## config.mk

```make
export PLATFORM = sky130hd
export DESIGN_NAME = dram_cke_pwr_ctrl
export DESIGN_NICKNAME = d
export VERILOG_FILES = /design/src/rtl/dcke_pkg.sv /design/src/rtl/cke_cfg_regs.sv /design/src/rtl/cke_sr_fsm.sv /design/src/rtl/cke_rank_drv.sv /design/src/rtl/dram_cke_pwr_ctrl.sv
export SDC_FILE = /design/constraint.sdc
export NUM_CORES = 1
export LEC_CHECK = 0
export CORE_AREA = 2 2 39 41
export DETAILED_ROUTE_END_ITERATION = 8
export DIE_AREA = 0 0 41 43
export DONT_BUFFER_PORTS = 1
export GPL_ROUTABILITY_DRIVEN = 1
export HOLD_SLACK_MARGIN = 0.02
export PLACE_DENSITY = 0.66
export REMOVE_ABC_BUFFERS = 1
export SLEW_MARGIN = 10
export SYNTH_ARGS = -nofsm -noshare
export SYNTH_HDL_FRONTEND = slang
export SYNTH_SLANG_ARGS = --single-unit
```

## constraint.sdc

```tcl
create_clock -name clk -period 2.1 [get_ports clk]
set_input_delay 0.105 -clock clk [delete_from_list [all_inputs] [get_ports clk]]
set_output_delay 0.105 -clock clk [all_outputs]
set_load 0.005 [all_outputs]
```

## src/rtl/dcke_pkg.sv

```systemverilog
package dcke_pkg;

    localparam int DEF_RANKS = 4;

    typedef enum logic [2:0] {
        RESET_HOLD,
        ACTIVE,
        FLUSH,
        SELF_REFRESH,
        EXIT
    } cke_state_e;

    typedef enum logic [1:0] {
        PS_C0  = 2'd0,
        PS_C3  = 2'd1,
        PS_C6  = 2'd2,
        PS_STR = 2'd3
    } pkg_pstate_e;

    typedef struct packed {
        logic cke_on;
        logic flush_req;
        logic sr_enter;
        logic sr_exit;
    } fsm_out_t;

    function automatic logic idle_state(input pkg_pstate_e ps);
        return (ps == PS_C3) || (ps == PS_C6);
    endfunction

    function automatic logic wake_cond(input pkg_pstate_e ps, input logic req);
        return (ps == PS_C0) || (idle_state(ps) && req);
    endfunction

endpackage

```

## src/rtl/cke_cfg_regs.sv

```systemverilog
module cke_cfg_regs #(
    parameter int NR = 4
) (
    input  logic          clk,
    input  logic          rst,
    input  logic          wr,
    input  logic [NR-1:0] present_in,
    input  logic          float_in,
    output logic [NR-1:0] present_q,
    output logic          float_q
);
    always_ff @(posedge clk) begin
        if (rst) begin
            present_q <= '1;
            float_q   <= 1'b0;
        end else if (wr) begin
            present_q <= present_in;
            float_q   <= float_in;
        end
    end
endmodule

```

## src/rtl/cke_sr_fsm.sv

```systemverilog
module cke_sr_fsm
    import dcke_pkg::*;
(
    input  logic        clk,
    input  logic        rst,
    input  logic        rel_wr,
    input  pkg_pstate_e pstate,
    input  logic        req_pending,
    input  logic        flush_done,
    output fsm_out_t    o,
    output cke_state_e  state_o
);
    cke_state_e st, nxt;

    always_ff @(posedge clk) begin
        if (rst) st <= RESET_HOLD;
        else     st <= nxt;
    end

    always_comb begin
        nxt = st;
        o   = '0;
        case (st)
            RESET_HOLD: begin
                if (rel_wr) nxt = ACTIVE;
            end
            ACTIVE: begin
                o.cke_on = 1'b1;
                if (pstate == PS_STR) begin
                    nxt = FLUSH;
                end else if (idle_state(pstate) && !req_pending) begin
                    nxt = SELF_REFRESH;
                    o.sr_enter = 1'b1;
                end
            end
            FLUSH: begin
                o.cke_on    = 1'b1;
                o.flush_req = 1'b1;
                if (pstate != PS_STR) begin
                    nxt = ACTIVE;
                end else if (flush_done) begin
                    nxt = SELF_REFRESH;
                    o.sr_enter = 1'b1;
                end
            end
            SELF_REFRESH: begin
                if (wake_cond(pstate, req_pending)) nxt = EXIT;
            end
            EXIT: begin
                o.cke_on  = 1'b1;
                o.sr_exit = 1'b1;
                nxt       = ACTIVE;
            end
            default: nxt = RESET_HOLD;
        endcase
    end

    assign state_o = st;

    // entry only with no pending requests, or after the flush is acknowledged
    assert_entry_guard_R5: assert property (@(posedge clk) disable iff (rst)
        o.sr_enter |-> ((pstate == PS_STR) ? flush_done : !req_pending));

    assert_entry_lands_R6: assert property (@(posedge clk) disable iff (rst)
        o.sr_enter |=> (st == SELF_REFRESH));

    assert_exit_returns_R8: assert property (@(posedge clk) disable iff (rst)
        o.sr_exit |=> (st == ACTIVE));

    assert_pulses_exclusive_R9: assert property (@(posedge clk) disable iff (rst)
        $onehot0({o.sr_enter, o.sr_exit}));
endmodule

```

## src/rtl/cke_rank_drv.sv

```systemverilog
module cke_rank_drv #(
    parameter int NR = 4
) (
    input  logic          cke_on,
    input  logic [NR-1:0] present,
    input  logic          float_en,
    output logic [NR-1:0] cke,
    output logic [NR-1:0] cke_oe,
    output logic [NR-1:0] cs_oe
);
    for (genvar r = 0; r < NR; r++) begin : g_rank
        logic drive;
        assign drive     = present[r] | ~float_en;
        assign cke[r]    = cke_on & present[r];
        assign cke_oe[r] = drive;
        assign cs_oe[r]  = drive;
    end
endmodule

```

## src/rtl/dram_cke_pwr_ctrl.sv

```systemverilog
module dram_cke_pwr_ctrl
    import dcke_pkg::*;
#(
    parameter int NUM_RANKS = DEF_RANKS
) (
    input  logic                 clk,
    input  logic                 rst,
    input  logic                 cfg_wr,
    input  logic                 cfg_cke_release,
    input  logic [NUM_RANKS-1:0] cfg_rank_present,
    input  logic                 cfg_float_en,
    input  logic [1:0]           pwr_state,
    input  logic                 req_pending,
    input  logic                 flush_done,
    output logic [NUM_RANKS-1:0] cke,
    output logic [NUM_RANKS-1:0] cke_oe,
    output logic [NUM_RANKS-1:0] cs_oe,
    output logic                 flush_req,
    output logic                 sr_enter,
    output logic                 sr_exit
);
    logic [NUM_RANKS-1:0] present_q;
    logic                 float_q;
    fsm_out_t             fo;
    cke_state_e           st;

    cke_cfg_regs #(.NR(NUM_RANKS)) u_cfg (
        .clk        (clk),
        .rst        (rst),
        .wr         (cfg_wr),
        .present_in (cfg_rank_present),
        .float_in   (cfg_float_en),
        .present_q  (present_q),
        .float_q    (float_q)
    );

    cke_sr_fsm u_fsm (
        .clk         (clk),
        .rst         (rst),
        .rel_wr      (cfg_wr & cfg_cke_release),
        .pstate      (pkg_pstate_e'(pwr_state)),
        .req_pending (req_pending),
        .flush_done  (flush_done),
        .o           (fo),
        .state_o     (st)
    );

    cke_rank_drv #(.NR(NUM_RANKS)) u_drv (
        .cke_on   (fo.cke_on),
        .present  (present_q),
        .float_en (float_q),
        .cke      (cke),
        .cke_oe   (cke_oe),
        .cs_oe    (cs_oe)
    );

    assign flush_req = fo.flush_req;
    assign sr_enter  = fo.sr_enter;
    assign sr_exit   = fo.sr_exit;

    // clock-enable stays low during the power-up hold
    assert_hold_low_R2: assert property (@(posedge clk) disable iff (rst)
        (st == RESET_HOLD) |-> (cke == '0));

    // absent ranks never see clock-enable high
    assert_absent_low_R3: assert property (@(posedge clk) disable iff (rst)
        ((cke & ~present_q) == '0));

    // without float enable every pad is driven
    assert_all_driven_R4: assert property (@(posedge clk) disable iff (rst)
        !float_q |-> (&cke_oe && &cs_oe));

    // clock-enable falls right after the entry pulse
    assert_low_after_enter_R7: assert property (@(posedge clk) disable iff (rst)
        sr_enter |=> (cke == '0));

    // exit pulse coincides with clock-enable on populated ranks
    assert_exit_raises_R8: assert property (@(posedge clk) disable iff (rst)
        sr_exit |-> (cke == present_q));
endmodule

```

**After elaboration in Yosys (flattened, before gate mapping)**

Cells that the tools add are included.

- Bits in registers: 8
- Logic and storage cells: 49
- Input bits: 13
- Output and inout port bits: 15

- Muxes and demuxes: 15
- Reduce and logical (&&, ||, !) cells: 9
- Bitwise gates (word level): 10
- Equal/unequal tests: 12

Operators with widths:

| operator | number |
|---|---|
| 3-bit two-way mux | 6 |
| 3-bit case mux with 5 select lines | 1 |
| 1-bit two-way mux | 7 |
| 3-bit by 2-bit equality test with 1-bit output (second input constant) | 2 |
| 1-bit bitwise AND | 5 |
| 2-bit equality test (second input constant) | 2 |
| 2-bit by 1-bit != test with 1-bit output (second input constant) | 2 |
| 1-bit OR | 4 |
| 4-bit AND reduction | 1 |
| 3-bit by 1-bit equality test with 1-bit output (second input constant) | 1 |
| 3-bit equality test (second input constant) | 1 |
| 3-bit zero test | 1 |
| 3-bit by 1-bit != test with 1-bit output (second input constant) | 1 |
| 3-bit by 2-bit != test with 1-bit output (second input constant) | 1 |
| 3-bit OR reduction | 1 |
| 2-bit by 1-bit equality test with 1-bit output (second input constant) | 1 |
| 1-bit logical AND | 2 |
| 2-bit zero test | 1 |
| 1-bit logical OR | 2 |
| 2-bit != test (second input constant) | 1 |
| 1-bit case mux with 2 select lines | 1 |
| 1-bit zero test | 1 |
| 1-bit NOT | 1 |

**Depth between registers and ports, before layout**

- Depth after elaboration: 6
- Depth in mapped cells: 6
- Depth with buffers taken out: 6

**By module**

A second synthesis with hierarchy kept.

- Cells, all modules: 73
- Area total of the unflattened synthesis: 623.1 um^2

Modules (own cells, without submodules):

| module | cells an instance | instances | area each (um^2) | seq. area each (um^2) |
|---|---|---|---|---|
| cke_sr_fsm | 40 | 1 | 321.6 | 60.1 |
| cke_cfg_regs | 16 | 1 | 185.2 | 100.1 |
| cke_rank_drv | 16 | 1 | 110.1 | 0.0 |
| dram_cke_pwr_ctrl | 1 | 1 | 6.3 | 0.0 |

**Worst setup path before layout**

No wires, ideal clock.

- Path kind: input to register
- Start: input pwr_state[0]
- End: register u_fsm.st[0], in the netlist u_fsm.state_o[0]
- Stages on the path: 6
- Slack: 0.771 ns
- Buffers on the path: 0
- Library setup time: 0.122 ns
- Data arrival time: 1.207 ns
- Required time: 1.978 ns
- Cell sequence: inv_1 ha_1 and2b_1 o21ai_1 a211o_1 a221o_1

- Longest elaborated chain between the ends: 6
- Elaborated cells on any way between the ends: 16
- Those cells by class: eq/ne: 7; mux: 3; reduce/logical: 6

Ends and longest elaborated chain:

| what | RTL line | RTL |
|---|---|---|
| start: declaration | dram_cke_pwr_ctrl.sv:12 | `input logic [1:0] pwr_state,` |
| 2-bit by 1-bit equality test with 1-bit output or 2-bit equality test (tied branches) | dcke_pkg.sv:28 | `return (ps == PS_C3) \|\| (ps == PS_C6);` |
| 1-bit logical OR | dcke_pkg.sv:28 |  |
| 1-bit logical AND | dcke_pkg.sv:32 | `return (ps == PS_C0) \|\| (idle_state(ps) && req);` |
| 1-bit logical OR | dcke_pkg.sv:32 |  |
| 2-bit by 1-bit != test with 1-bit output (no line) | n/a |  |
| 4-bit AND reduction (no line) | n/a |  |
| end signal: assignment | cke_sr_fsm.sv:17 | `else st <= nxt;` |
| end: declaration | cke_sr_fsm.sv:13 | `cke_state_e st, nxt;` |

Several ways; a longest one is shown, not always the timed one.
A chain may end at the register's enable or synchronous reset.

**Worst setup path in the final report**

- Start: register u_fsm.st[2], in the netlist u_fsm.state_o[2]
- End: output cke[0]

- Longest elaborated chain between the ends: 4
- Elaborated cells on any way between the ends: 6
- Those cells by class: eq/ne: 3; mux: 1; bitwise: 1; reduce/logical: 1

Ends and longest elaborated chain:

| what | RTL line | RTL |
|---|---|---|
| 3-bit by 1-bit equality test with 1-bit output, or another cell as far along | cke_sr_fsm.sv:23 | `case (st)` |
| 3-bit OR reduction (no line) (*) | n/a |  |
| 1-bit two-way mux (*) | cke_sr_fsm.sv:23 |  |
| 1-bit bitwise AND (*) | cke_rank_drv.sv:14 | `assign cke[r] = cke_on & present[r];` |
| end: declaration | dram_cke_pwr_ctrl.sv:15 | `output logic [NUM_RANKS-1:0] cke,` |

Every way passes the cells marked *; elsewhere a longest branch is shown, timed or not.

==> out/results.ini <==
[critical_path]
critical_path.max_fanout=10
cp-end-kind=primary output
setup.worst_path.start_class=flop
timing.setup.critical_path_class=flop to primary output
crit-reg2reg-capture=u_fsm.state_o[0]
critPathArrivalTime_ns=1.49
data_required_time_of_the_critical_path_ns=2.00
worst-r2r-setup-slack_ns=0.56
worst_r2r_path_depth=4
crit-reg2reg-launch=u_fsm.state_o[0]

[cells_and_area]
most_frequent_cells_in_the_layout=sky130_fd_sc_hd__dlygate4sd3_1 (11), sky130_fd_sc_hd__dfxtp_1 (8), sky130_fd_sc_hd__nand2_1 (5), sky130_fd_sc_hd__mux2i_1 (5)
layout-drive-gt1-share_pct=9.86
layout.nets=89
fillers=140
area_delta_synth_final_pct=7.71
layout_commonest_cell=sky130_fd_sc_hd__dlygate4sd3_1
antenna-diode-count=0

[timing]
setup_viol=0
finClkSkew_ns=0.00272
setup_total_negative_slack_ns=0
final_cycle_share_pct=76.2
whs_ns=0.0382
achievable-frequency_ghz=0.625
slew-limit-headroom_pct=72.8
worstMarginPinSlew_ns=0.405
grt_setup_unrepaired=false
final_max_slew_viol_count=0
layout_min_cycle_time_ns=1.60
hold_viol=0

[yosys]
yosysWarnings=0
postSynthRegisterBits=8
postSynthCellCount=69
netlist_area_um2=617
synth-seq-area-share_pct=26.0
post_synth.cell_area_avg_um2=8.94
yosys.cell_types.count=29

[power_and_ir_drop]
switching_share_pct=35.2
power_frac_seq_pct=41.2
pwr_cell_area_nw_per_um2=785
internal_power_w=0.000338
switching_power_w=0.000184
irDropWorstVdd_v=0.000257
comb_pwr_share_pct=36.9
p_clk_share_pct=21.9
static-leakage-power_nw=0.297

[floorplanning]
die_width_um=41
initial_utilization_pct=44.6
placeableCoreArea_um2=1380
fp.dieH_um=43
dieArea_um2=1760
io-pin-count=28
rows=14

[route]
residual_drc_count=0
dr_total_vias=492
antenna_left=0
detailedRoute.firstIterationViolations=12
wirelength_mm=1.15
wl_per_cell_um=13.2
drt_pre_antenna_iters=5
routed_via_density=5.66

[worst_hold_path]
min-delay-path-class=input port to flop
hold-path-endpoint=u_cfg.present_q[2]
hold_path.startpoint=rst
hold_path_depth=2

[global_routing]
maximum_number_of_pins_on_one_net_before_global_route_repair=11
grt_overflow=0
overall_global_routing_resource_usage_pct=14.7
grt_antenna_before_repair=0
grt_first_pass_wirelength_mm=1.75
first_global_vias=421

[flow_run]
maxCapViolations=0

[cts]
cts_tree=built
htree_levels=1
cts_sinks=8
worstSkewPairLatency_ns=0.25
cts_resized=0
root_buffer=sky130_fd_sc_hd__clkbuf_4
clock_path_buffers=2
clkTransAtPathRegs_ns=0.05
cts-buffers-inserted=3

[placement]
placement.io_buffers=0
gpl.final_weighted_congestion=0.927
place_hpwl_um=819

[outcome]
run_status=finished, final reports clean

## stage by stage
stage	total power [W]	instance area (um^2)	cells	util (%)	setup WS, ns
final	0.000521	664	87	48.0	0.501
after global routing	0.000571	664	87	48.0	0.349
after CTS	0.000524	664	87	48.0	0.484
after detailed placement	0.000389	532	73	38.4	0.594
after global placement	0.000384	532	73	38.4	0.630
after floorplan	0.000352	512	57	-	0.741
## synthesized netlist by cell type
cell,number,area (um^2)
sky130_fd_sc_hd__a221o_1,1,10.0
sky130_fd_sc_hd__a211oi_2,1,12.5
sky130_fd_sc_hd__nor3b_1,2,15.0
sky130_fd_sc_hd__mux2i_1,5,50.1
sky130_fd_sc_hd__nor2_1,3,11.3
sky130_fd_sc_hd__inv_1,3,11.3
sky130_fd_sc_hd__nand2_1,5,18.8
sky130_fd_sc_hd__nand4bb_1,1,11.3
sky130_fd_sc_hd__ha_1,3,37.5
sky130_fd_sc_hd__nand2b_1,4,25.0
sky130_fd_sc_hd__nor4_1,1,6.26
sky130_fd_sc_hd__inv_2,1,3.75
sky130_fd_sc_hd__and2_1,4,25.0
sky130_fd_sc_hd__or2_2,1,6.26
sky130_fd_sc_hd__a32o_1,1,10.0
sky130_fd_sc_hd__a211o_1,1,8.76
sky130_fd_sc_hd__and2b_1,1,7.51
sky130_fd_sc_hd__dfxtp_1,8,160
sky130_fd_sc_hd__o21bai_1,1,7.51
sky130_fd_sc_hd__a31oi_1,1,6.26
sky130_fd_sc_hd__nand3_1,1,5.00
sky130_fd_sc_hd__a311oi_1,1,8.76
sky130_fd_sc_hd__buf_4,8,60.1
sky130_fd_sc_hd__o21ai_1,1,5.00
sky130_fd_sc_hd__nand3b_4,1,20.0
sky130_fd_sc_hd__a21oi_1,1,5.00
sky130_fd_sc_hd__xnor2_1,1,8.76
sky130_fd_sc_hd__buf_6,4,45.0
sky130_fd_sc_hd__nor3_1,3,15.0
## repair_timing
action / 4_1_cts / 5_1_grt
hold buffers: 11 / 0
buffers inserted: 0 / 0
hold endpoints to repair: 7 / 0
## logic make-up after synthesis
family          share of synthesized area [%]
xor+xnor                                 1.42
compound gates                           12.0
buf+inv                                  19.5
fa+ha+maj                                6.09
flops                                    26.0
mux                                      8.11
simple gates                             27.0
## layout make-up
cell class                      count  area (um^2)  area share (%)
Multi-Input combinational cell     45          337            50.7
Sequential cell                     8          160            24.1
Timing Repair Buffer               11          110            16.6
Clock buffer                        3         22.5            3.39
Tap cell                           16         20.0            3.01
Inverter                            4         15.0            2.26
## critical path: stages, from the launching register on
cell and delay [ns]:
sky130_fd_sc_hd__dfxtp_1 0.49, sky130_fd_sc_hd__nor3b_1 0.34, sky130_fd_sc_hd__o21bai_1 0.23, sky130_fd_sc_hd__and2_1 0.19
## power by group through the flow
| stage | clock (W) | combinational [W] | sequential (W) |
|---|---|---|---|
| 6_report | 0.000114 | 0.000193 | 0.000215 |
| 4_1_cts | 0.000117 | 0.000192 | 0.000215 |
| 2_1_floorplan | 0 | 0.000145 | 0.000207 |
| 5_1_grt | 0.000132 | 0.000219 | 0.000220 |
| 3_3_place_gp | 0 | 0.000168 | 0.000216 |
| 3_5_place_dp | 0 | 0.000172 | 0.000217 |
## sequential cells by signal, summed over array words and instances (netlist names)
name / flops
u_cfg.present_q: 4
u_fsm.state_o: 3
u_cfg.float_q: 1
## layer usage
layer	GRT usage (%)	vias up	routed length (um)
met3	7.33	6	129
met2	20.3	33	507
met5	0	-	0
met1	17.4	220	490
met4	8.67	0	23
li1	-	233	-
## worst max-delay path by stage
stage                     depth (start not counted)        startpoint  slack [ns]               end
final                                             3  u_fsm.state_o[2]        0.50            cke[0]
after global routing                              3  u_fsm.state_o[2]        0.35            cke[2]
after CTS                                         3  u_fsm.state_o[2]        0.48            cke[2]
after detailed placement                          4  u_fsm.state_o[0]        0.59  u_fsm.state_o[0]
after global placement                            4  u_fsm.state_o[0]        0.63  u_fsm.state_o[0]
after floorplan                                   4  u_fsm.state_o[0]        0.74  u_fsm.state_o[0]
Power figures use the tool's default switching activity.
